File: src/rtl/flash_guard_pkg.sv
package flash_guard_pkg;
   localparam int ROW_SHIFT  = 8;      // 256-byte rows
   localparam int CODE_W     = 3;
   localparam logic [CODE_W-1:0] CODE_NONE = 3'd7;
   localparam int MAX_SPAN_SHIFT = ROW_SHIFT + 6;  // code 0: 64 rows

   typedef struct packed {
      logic in_eep;
      logic in_array;
      logic locked;
   } addr_class_t;
endpackage

File: src/rtl/flash_guard_eep_span.sv
module flash_guard_eep_span
   import flash_guard_pkg::*;
#(
   parameter int FLASH_BYTES = 262144,
   parameter int ADDR_W      = 20,
   parameter bit EEP_EN      = 1'b1
) (
   input  logic [CODE_W-1:0] code,
   input  logic [ADDR_W-1:0] addr,
   output logic              in_eep
);
   localparam logic [32:0] TOP = 33'(FLASH_BYTES);

   generate
      if (EEP_EN) begin : g_span
         logic [3:0]  shamt;
         logic [32:0] span;
         logic [32:0] base;
         logic [32:0] a_ext;
         always_comb begin
            shamt  = 4'(MAX_SPAN_SHIFT) - 4'(code);
            span   = 33'd1 << shamt;
            base   = TOP - span;
            a_ext  = 33'(addr);
            in_eep = (code != CODE_NONE) && (a_ext >= base) && (a_ext < TOP);
         end
      end else begin : g_none
         logic unused_in;
         assign unused_in = ^{code, addr};
         assign in_eep    = 1'b0;
      end
   endgenerate
endmodule

File: src/rtl/flash_guard_region_lock.sv
module flash_guard_region_lock #(
   parameter int FLASH_BYTES = 262144,
   parameter int NUM_REGIONS = 16,
   parameter int ADDR_W      = 20
) (
   input  logic [ADDR_W-1:0]      addr,
   input  logic [NUM_REGIONS-1:0] mask,
   output logic                   in_array,
   output logic                   locked
);
   localparam int REGION_BYTES = FLASH_BYTES / NUM_REGIONS;
   localparam int REGION_SHIFT = $clog2(REGION_BYTES);
   localparam int IDX_W        = (NUM_REGIONS > 1) ? $clog2(NUM_REGIONS) : 1;

   logic [32:0] a_ext;
   assign a_ext    = 33'(addr);
   assign in_array = a_ext < 33'(FLASH_BYTES);

   generate
      if (NUM_REGIONS == 1) begin : g_single
         assign locked = mask[0];
      end else begin : g_multi
         logic [IDX_W-1:0]       idx;
         logic [NUM_REGIONS-1:0] hit;
         assign idx = a_ext[REGION_SHIFT +: IDX_W];
         for (genvar i = 0; i < NUM_REGIONS; i++) begin : g_hit
            assign hit[i] = (idx == IDX_W'(i));
         end
         assign locked = |(hit & mask);
      end
   endgenerate
endmodule

File: src/rtl/flash_guard_sec_reg.sv
module flash_guard_sec_reg (
   input  logic clk,
   input  logic rst_n,
   input  logic set_sec,
   input  logic chip_erase,
   input  logic busy,
   output logic sec_on,
   output logic set_fail
);
   assign set_fail = set_sec & (chip_erase | busy);

   always_ff @(posedge clk or negedge rst_n) begin
      if (!rst_n)
         sec_on <= 1'b0;
      else if (chip_erase)
         sec_on <= 1'b0;
      else if (set_sec && !busy)
         sec_on <= 1'b1;
   end
endmodule

File: src/rtl/flash_guard.sv
module flash_guard
   import flash_guard_pkg::*;
#(
   parameter int FLASH_BYTES = 262144,
   parameter int NUM_REGIONS = 16,
   parameter int ADDR_W      = 20,
   parameter bit EEP_EN      = 1'b1
) (
   input  logic                   clk,
   input  logic                   rst_n,
   input  logic [2:0]             eep_code,
   input  logic [NUM_REGIONS-1:0] lock_mask,
   input  logic                   req_valid,
   input  logic [ADDR_W-1:0]      req_addr,
   output logic                   req_grant,
   output logic                   req_deny,
   input  logic                   set_sec,
   input  logic                   chip_erase,
   output logic                   sec_on,
   input  logic                   ext_req,
   output logic                   ext_ok,
   output logic                   ext_deny,
   input  logic                   prog_err_clr,
   output logic                   prog_err
);
   generate
      if (ADDR_W > 32 || (64'd1 << ADDR_W) < 64'(FLASH_BYTES)) begin : g_bad_addr
         $error("flash_guard: ADDR_W cannot span FLASH_BYTES or exceeds 32");
      end
      if ((FLASH_BYTES & (FLASH_BYTES - 1)) != 0 || FLASH_BYTES < (1 << MAX_SPAN_SHIFT)) begin : g_bad_size
         $error("flash_guard: FLASH_BYTES must be a power of two of at least 16 KiB");
      end
      if (NUM_REGIONS < 1 || (NUM_REGIONS & (NUM_REGIONS - 1)) != 0) begin : g_bad_regions
         $error("flash_guard: NUM_REGIONS must be a power of two");
      end
   endgenerate

   addr_class_t cls;
   logic        allowed;
   logic        set_fail;
   logic        err_evt;

   flash_guard_eep_span #(
      .FLASH_BYTES(FLASH_BYTES), .ADDR_W(ADDR_W), .EEP_EN(EEP_EN)
   ) u_span (
      .code(eep_code), .addr(req_addr), .in_eep(cls.in_eep)
   );

   flash_guard_region_lock #(
      .FLASH_BYTES(FLASH_BYTES), .NUM_REGIONS(NUM_REGIONS), .ADDR_W(ADDR_W)
   ) u_lock (
      .addr(req_addr), .mask(lock_mask), .in_array(cls.in_array), .locked(cls.locked)
   );

   flash_guard_sec_reg u_sec (
      .clk(clk), .rst_n(rst_n), .set_sec(set_sec), .chip_erase(chip_erase),
      .busy(req_valid), .sec_on(sec_on), .set_fail(set_fail)
   );

   assign allowed   = cls.in_array & (cls.in_eep | ~cls.locked);
   assign req_grant = req_valid & allowed;
   assign req_deny  = req_valid & ~allowed;

   assign ext_ok    = ext_req & ~sec_on;
   assign ext_deny  = ext_req &  sec_on;

   assign err_evt   = req_deny | set_fail;

   always_ff @(posedge clk or negedge rst_n) begin
      if (!rst_n)
         prog_err <= 1'b0;
      else if (err_evt)
         prog_err <= 1'b1;
      else if (prog_err_clr)
         prog_err <= 1'b0;
   end
endmodule

File: config.mk
export PLATFORM = sky130hd
export DESIGN_NAME = flash_guard
export DESIGN_NICKNAME = d
export VERILOG_FILES = /design/src/rtl/flash_guard_pkg.sv /design/src/rtl/flash_guard_eep_span.sv /design/src/rtl/flash_guard_region_lock.sv /design/src/rtl/flash_guard_sec_reg.sv /design/src/rtl/flash_guard.sv
export SDC_FILE = /design/constraint.sdc
export NUM_CORES = 1
export LEC_CHECK = 0
export BUFFER_PORTS_ARGS = -buffer_cell sky130_fd_sc_hd__buf_2
export CAP_MARGIN = 0
export CORE_ASPECT_RATIO = 1.1
export CORE_UTILIZATION = 30
export DETAILED_ROUTE_END_ITERATION = 7
export GPL_TIMING_DRIVEN = 1
export PLACE_DENSITY = 0.62
export SLEW_MARGIN = 20
export SYNTH_ARGS = -nofsm -noshare
export SYNTH_HDL_FRONTEND = slang
export SYNTH_SLANG_ARGS = --single-unit
File: constraint.sdc
create_clock -name clk -period 2.26 [get_ports clk]
set_input_delay 0.339 -clock clk [delete_from_list [all_inputs] [get_ports clk]]
set_output_delay 0.339 -clock clk [all_outputs]
set_load 0.01 [all_outputs]
==> flow_metrics.env, run 1 <==
export IMPL_worst_ep_arrival_time_ns=2.10
export IMPL_p_leak_nw=0.6343
export IMPL_clkTransAtPathRegs_ns=0.03
export IMPL_tritoncts="built"
export IMPL_switching_share=0.3551
export IMPL_synth_edff_count=0
export IMPL_vias=937
export IMPL_synthesis_area_um2=760.7
export IMPL_fp_dieH_um=54.82
export IMPL_cts_root_buf="clkbuf_4"
export IMPL_synth_common_cells="ha_1 (19), a21oi_1 (11), nand2_1 (8)"
export IMPL_rows=18
export IMPL_worstSetupEndpointType="primary output"
export IMPL_clock_latency_ns=0.23
export IMPL_wirelength_um=2082
export IMPL_fin_crit_sh=1.079
export IMPL_track_usage=0.1464
export IMPL_peakVddDrop_v=0.0001425
export IMPL_grt_overflow=0
export IMPL_synth_async_reset_ratio=1.000
export IMPL_multi_input_area_um2=719.4
export IMPL_die_w_um=50.01
export IMPL_numCtsBuffers=3
export IMPL_clock_sinks=2
export IMPL_dp_hpwl_um=1867
export IMPL_drv_slew=0
export IMPL_outcome="finished, violations left"
export IMPL_rr_startpoint="prog_err"
export IMPL_dp_slack_ns=-0.3516
export IMPL_regToRegEndpoint="prog_err"
export IMPL_crit_path_max_fanout=5
export IMPL_worstPathRequired_ns=1.92
export IMPL_synth_warning_count=0
export IMPL_synthCells=91
export IMPL_drive_gt1_frac=0.4747
export IMPL_synth_top_area_share=0.3125
export IMPL_max_cap_viol_count=0
export IMPL_power_density_nw_per_um2=265.1
export IMPL_synth_cell_type_count=29
export IMPL_drc=0
export IMPL_final_seq_area_um2=50.05
export IMPL_rsz0062_at_grt="true"
export IMPL_wl_per_cell_um=11.07
export IMPL_initial_core_util=0.3279
export IMPL_syn_mean_instance_area_um2=8.360
export IMPL_area_delta_synth_final_pct=59.54
export IMPL_clk_path_buf_depth=2
export IMPL_crit_buf_inv=2
export IMPL_holdCritPathClass="input pin to register"
export IMPL_path_common_cell="mux4_2"
export IMPL_r2r_slack_ns=1.36
export IMPL_violations="negative setup slack"
export IMPL_finalHoldViolCount=0
export IMPL_startpoint_type="input pin"
export IMPL_cp_depth=7
export IMPL_power_frac_comb=0.609
export IMPL_clock_skew_ns=0
export IMPL_grt_first_pass_wirelength_um=3070
export IMPL_final_antenna_net_count=0
export IMPL_n_antenna_cell=0
export IMPL_worst_path_largest_cell_delay_ns=0.47
export IMPL_path_cells="buf_12 > mux4_2 > mux4_2 > or3_1 > o31a_1 > and3_4 > buf_6"
export IMPL_drt_iter0_drc=14
export IMPL_nets=225
export IMPL_synth_seq_area_share=0.06579
export IMPL_fin_ws_ns=-0.1793
export IMPL_final_core_util=0.5232
export IMPL_fin_crit_ns=2.439
export IMPL_synth_most_common_cell="ha_1"
export IMPL_core_um2=2320
export IMPL_vias_per_cell=4.984
export IMPL_path_class="input pin to primary output"
export IMPL_firstDrtPassIters=4
export IMPL_ff2ff_path_depth=4
export IMPL_p_sw_w=0.0001143
export IMPL_grt_antenna_before_repair=0
export IMPL_dieArea_um2=2741
export IMPL_cp_slowest_cell="mux4_2"
export IMPL_endpoint="req_deny"
export IMPL_pwr_share_seq=0.128
export IMPL_grt_pass1_vias=829
export IMPL_critPathTopFamily="multiplexers"
export IMPL_crit_start="req_addr[14]"
export IMPL_p_int_w=0.0002075
export IMPL_nFillCells=224
export IMPL_synth_area_leaders="ha_1 (31%), mux4_1 (14%), a21oi_1 (7.2%)"
export IMPL_postCtsSetupRepairBufs=0
export IMPL_fmax_mhz=410.0
export IMPL_h_tree_depth=1
export IMPL_synth_area_leader_cell="ha_1"
export IMPL_setup_violations=2
export IMPL_grt_max_degree=6
export IMPL_place_congestion=0.7591
export IMPL_synth_seq_cells=2
export IMPL_port_buffers=51
export IMPL_pin_count=52
export IMPL_clockPowerShare=0.262
export IMPL_synthFlopType="dfrtp_1"
[what timing repair did]
item / CTS / global route
hold endpoints to repair: 2 / 0
setup endpoints to repair: 2 / 2
pin swaps: 2 / 4
gates resized for setup: 6 / 3
hold buffers: 1 / 0
[metal layers]
metal,vias up,part of all wire,track usage
li1,476,-,-
met1,419,0.39,0.1601
met2,38,0.55,0.3089
met3,4,0.043,0
met4,0,0.013,0.04286
met5,-,0,0
[through the flow]
stage | TNS, ns | hold WS (ns) | total power, W | instances | area, µm²
final | -0.3561 | 0.2886 | 0.0003218 | 188 | 1214
after global routing | -0.4569 | 0.2808 | 0.0003478 | 188 | 1214
after CTS | -0.3824 | 0.2804 | 0.0003192 | 189 | 1197
after detailed placement | -0.6733 | 0.1280 | 0.0002258 | 185 | 1139
after global placement | -0.6179 | 0.1234 | 0.0002184 | 185 | 1139
after floorplan | 0 | 0.04341 | 0.0001397 | 97 | 779.5
[sequential cells by signal (all words and copies together), names as in the netlist]
name,flops
prog_err,1
u_sec.sec_on,1
[logic make-up after synthesis]
kind of cell    count (synthesis)  share of synthesized area
compound gates                 24                     0.1891
fa+ha+maj                      19                     0.3125
buf+inv                        10                    0.04933
flops                           2                    0.06579
mux                             5                     0.1678
other cells                     2                   0.009872
simple gates                   29                     0.2056
[power by group through the flow]
stage	registers (W)	logic (W)	clock network [W]
2_1_floorplan	0.0000432	0.0000965	0
3_3_place_gp	0.0000415	0.000177	0
5_1_grt	0.0000420	0.000221	0.0000853
4_1_cts	0.0000414	0.000193	0.0000843
3_5_place_dp	0.0000418	0.000184	0
6_report	0.0000413	0.000196	0.0000843
[worst reg2reg max path, cell delays in order (launching register included)]
cell	delay (ns)
dfrtp_1	0.36
nand2b_1	0.13
nand2_1	0.07
o21ai_0	0.14
a21oi_1	0.06
[placed cells by master, fill, tap and decap left out, drive strengths merged]
master and count:
a2111oi 1, a211oi 2, a21bo 1, a21oi 11, a22oi 1, and2 2
and3 3, and4 1, buf 61, clkbuf 3, conb 8, dfrtp 2
dlygate4sd3 1, ha 19, inv 6, mux4 5, nand2 8, nand2b 1
nand3 1, nand4 3, nor2 3, nor2b 1, nor3 2, nor3b 1
nor4 1, nor4b 1, o21ai 6, o311ai 1, o31a 1, or3 1
[worst min path at each step]
stage	from	end	slack (ns)	cells after the start
6_report	chip_erase	u_sec.sec_on	0.29	2
5_1_grt	chip_erase	u_sec.sec_on	0.28	2
4_1_cts	chip_erase	u_sec.sec_on	0.28	2
3_5_place_dp	rst_n	prog_err	0.13	1
3_3_place_gp	rst_n	u_sec.sec_on	0.12	1
2_1_floorplan	rst_n	prog_err	0.04	0
[cell type report]
| cell class | instances | share of cell area |
|---|---|---|
| clock buffer | 3 | 0.01856 |
| inverter | 6 | 0.01856 |
| multi-input combinational | 85 | 0.5928 |
| sequential | 2 | 0.04124 |
| tap | 30 | 0.03093 |
| timing repair buffer | 62 | 0.2979 |
Power figures use the tool's default switching activity.
==> run 2: changes to the inputs <==
--- a/config.mk
+++ b/config.mk
@@ -11,7 +11,7 @@
 export CORE_UTILIZATION = 30
 export DETAILED_ROUTE_END_ITERATION = 7
 export GPL_TIMING_DRIVEN = 1
-export PLACE_DENSITY = 0.62
+export PLACE_DENSITY = 0.75
 export SLEW_MARGIN = 20
 export SYNTH_ARGS = -nofsm -noshare
 export SYNTH_HDL_FRONTEND = slang
==> constraint.sdc (replaced) <==
create_clock -name clk -period 2.26 [get_ports clk]
set_input_delay 0.339 -clock clk [delete_from_list [all_inputs] [get_ports clk]]
set_output_delay 0.339 -clock clk [all_outputs]
set_load 0.02 [all_outputs]
==> run 2 against run 1 <==
  * The flow still finishes with violations (negative setup slack)
  * Fmax fell by 2.9%
  * Highest routed layer unchanged
  * Via count rose by 3.6%
  * Power rose by 3.8%
  * Hold slack got worse by 0.00076 ns
  * Sequential cell count did not move
  * Critical path type unchanged
  * Die area did not move
  * Sequential power barely moved
==> flow_metrics.env, run 2 (synthesized netlist as in run 1, its figures left out) <==
export IMPL_dieArea_um2=2741
export IMPL_area_delta_synth_final_pct=63.82
export IMPL_clock_sinks=2
export IMPL_cts_root_buf="clkbuf_4"
export IMPL_worst_path_largest_cell_delay_ns=0.35
export IMPL_stdcell_count=189
export IMPL_firstDrtPassIters=4
export IMPL_switching_share=0.3609
export IMPL_grt_pass1_vias=967
export IMPL_rsz0062_at_grt="true"
export IMPL_numCtsBuffers=3
export IMPL_power_w=0.0003342
export IMPL_drt_iter0_drc=12
export IMPL_crit_path_max_fanout=4
export IMPL_track_usage=0.1674
export IMPL_worstPathRequired_ns=1.92
export IMPL_power_density_nw_per_um2=268.2
export IMPL_h_tree_depth=1
export IMPL_p_sw_w=0.0001206
export IMPL_grt_first_pass_wirelength_um=3505
export IMPL_tritoncts="built"
export IMPL_drv_slew=0
export IMPL_clkTransAtPathRegs_ns=0.03
export IMPL_vias=971
export IMPL_mostFrequentLayoutCell="buf_2"
export IMPL_drc=0
export IMPL_setup_tns_ns=-0.4815
export IMPL_vias_per_cell=5.138
export IMPL_n_antenna_cell=0
export IMPL_dp_cells=183
export IMPL_clk_path_buf_depth=2
export IMPL_port_buffers=51
export IMPL_nFillCells=212
export IMPL_path_cells="buf_2 > buf_4 > o21ai_0 > ha_1 > nand4_1 > nor4b_4 > a211oi_2 > a21bo_2 > and3_4 > buf_6"
export IMPL_fmax_mhz=398.0
export IMPL_final_cell_mix="buf_2 (48), ha_1 (19), buf_4 (11), a21oi_1 (10)"
export IMPL_finalHoldViolCount=0
export IMPL_placed_cell_area_um2=1131
export IMPL_clockPowerShare=0.235
export IMPL_place_congestion=0.7651
export IMPL_crit_buf_inv=3
export IMPL_wl_per_cell_um=11.78
export IMPL_clock_skew_ns=0
export IMPL_grt_overflow=0
export IMPL_critPathTopFamily="simple AND/OR/NAND/NOR gates"
export IMPL_grt_max_degree=6
export IMPL_power_frac_comb=0.640
export IMPL_startpoint_type="input pin"
export IMPL_dp_hpwl_um=1996
export IMPL_die_w_um=50.01
export IMPL_fin_crit_sh=1.112
export IMPL_fp_dieH_um=54.82
export IMPL_worstSetupEndpointType="primary output"
export IMPL_p_int_w=0.0002136
export IMPL_cp_slowest_cell="nor4b_4"
export IMPL_worst_ep_arrival_time_ns=2.17
export IMPL_p_leak_nw=0.6568
export IMPL_design_area_um2=1246
export IMPL_final_antenna_net_count=0
export IMPL_peakVddDrop_v=0.0001371
export IMPL_holdCritPathClass="input pin to register"
export IMPL_fin_crit_ns=2.513
export IMPL_fin_ws_ns=-0.2525
export IMPL_setup_violations=2
export IMPL_drive_gt1_frac=0.4969
export IMPL_max_cap_viol_count=0
export IMPL_grt_antenna_before_repair=0
export IMPL_nets=226
export IMPL_path_class="input pin to primary output"
export IMPL_outcome="finished, violations left"
export IMPL_violations="negative setup slack"
export IMPL_clock_latency_ns=0.22
export IMPL_pwr_share_seq=0.124
export IMPL_pin_count=52
export IMPL_core_um2=2320
export IMPL_wirelength_um=2227
export IMPL_dp_slack_ns=-0.3970
export IMPL_reg_top3="prog_err (1), u_sec.sec_on (1)"
export IMPL_initial_core_util=0.3279
export IMPL_rows=18
[run 2: final timing paths]
kind	startpoint	cells after the start	endpoint	slack (ns)
hold reg to reg	u_sec.sec_on	2	u_sec.sec_on	0.55
setup reg to reg	prog_err	4	prog_err	1.37
setup / recovery	eep_code[2]	10	req_deny	-0.25
min in group asynchronous	rst_n	2	u_sec.sec_on	0.43
max in group asynchronous	rst_n	2	prog_err	1.74
hold / removal	chip_erase	2	u_sec.sec_on	0.29
[run 2: stage by stage]
stage	hold WS (ns)	util
4_1_cts	0.2753	0.5135
3_3_place_gp	0.1231	0.4876
2_1_floorplan	0.04341	-
3_5_place_dp	0.1265	0.4876
5_1_grt	0.2762	0.5372
6_report	0.2879	0.5372
[run 2: timing repair]
item / in CTS / in global routing
gates resized for setup: 8 / 7
endpoints found under the setup margin: 2 / 2
pin swaps: 2 / 8
endpoints found under the hold margin: 2 / 0
setup buffers: 0 / 2
hold buffers: 1 / 0
[run 2: power groups by stage]
stage	logic [W]	registers, W	clock network (W)
5_1_grt	0.000238	0.0000421	0.0000847
4_1_cts	0.000202	0.0000414	0.0000843
3_5_place_dp	0.000192	0.0000418	0
3_3_place_gp	0.000182	0.0000415	0
2_1_floorplan	0.000102	0.0000457	0
6_report	0.000214	0.0000415	0.0000787
[run 2: cell type report]
type	count	area, µm²	share of cell area
Multi-Input combinational cell	85	738.2	0.5924
Timing Repair Buffer	63	375.4	0.3012
Sequential cell	2	50.05	0.04016
Tap cell	30	37.54	0.03012
Clock buffer	3	22.52	0.01807
Inverter	6	22.52	0.01807
[run 2: worst register-to-register path, cell delays in order, from the launching register on]
cell,delay [ns]
dfrtp_1,0.37
nand2b_1,0.12
nand2_1,0.07
o21ai_0,0.14
a21oi_1,0.06
[run 2: layer usage]
layer  vias to the layer above  global-route usage  part of all wire
met5                         -                   0                 0
li1                        477                   -                 -
met1                       439              0.1620              0.36
met3                         6            0.005556             0.072
met2                        49              0.3600              0.54
met4                         0             0.08571             0.026
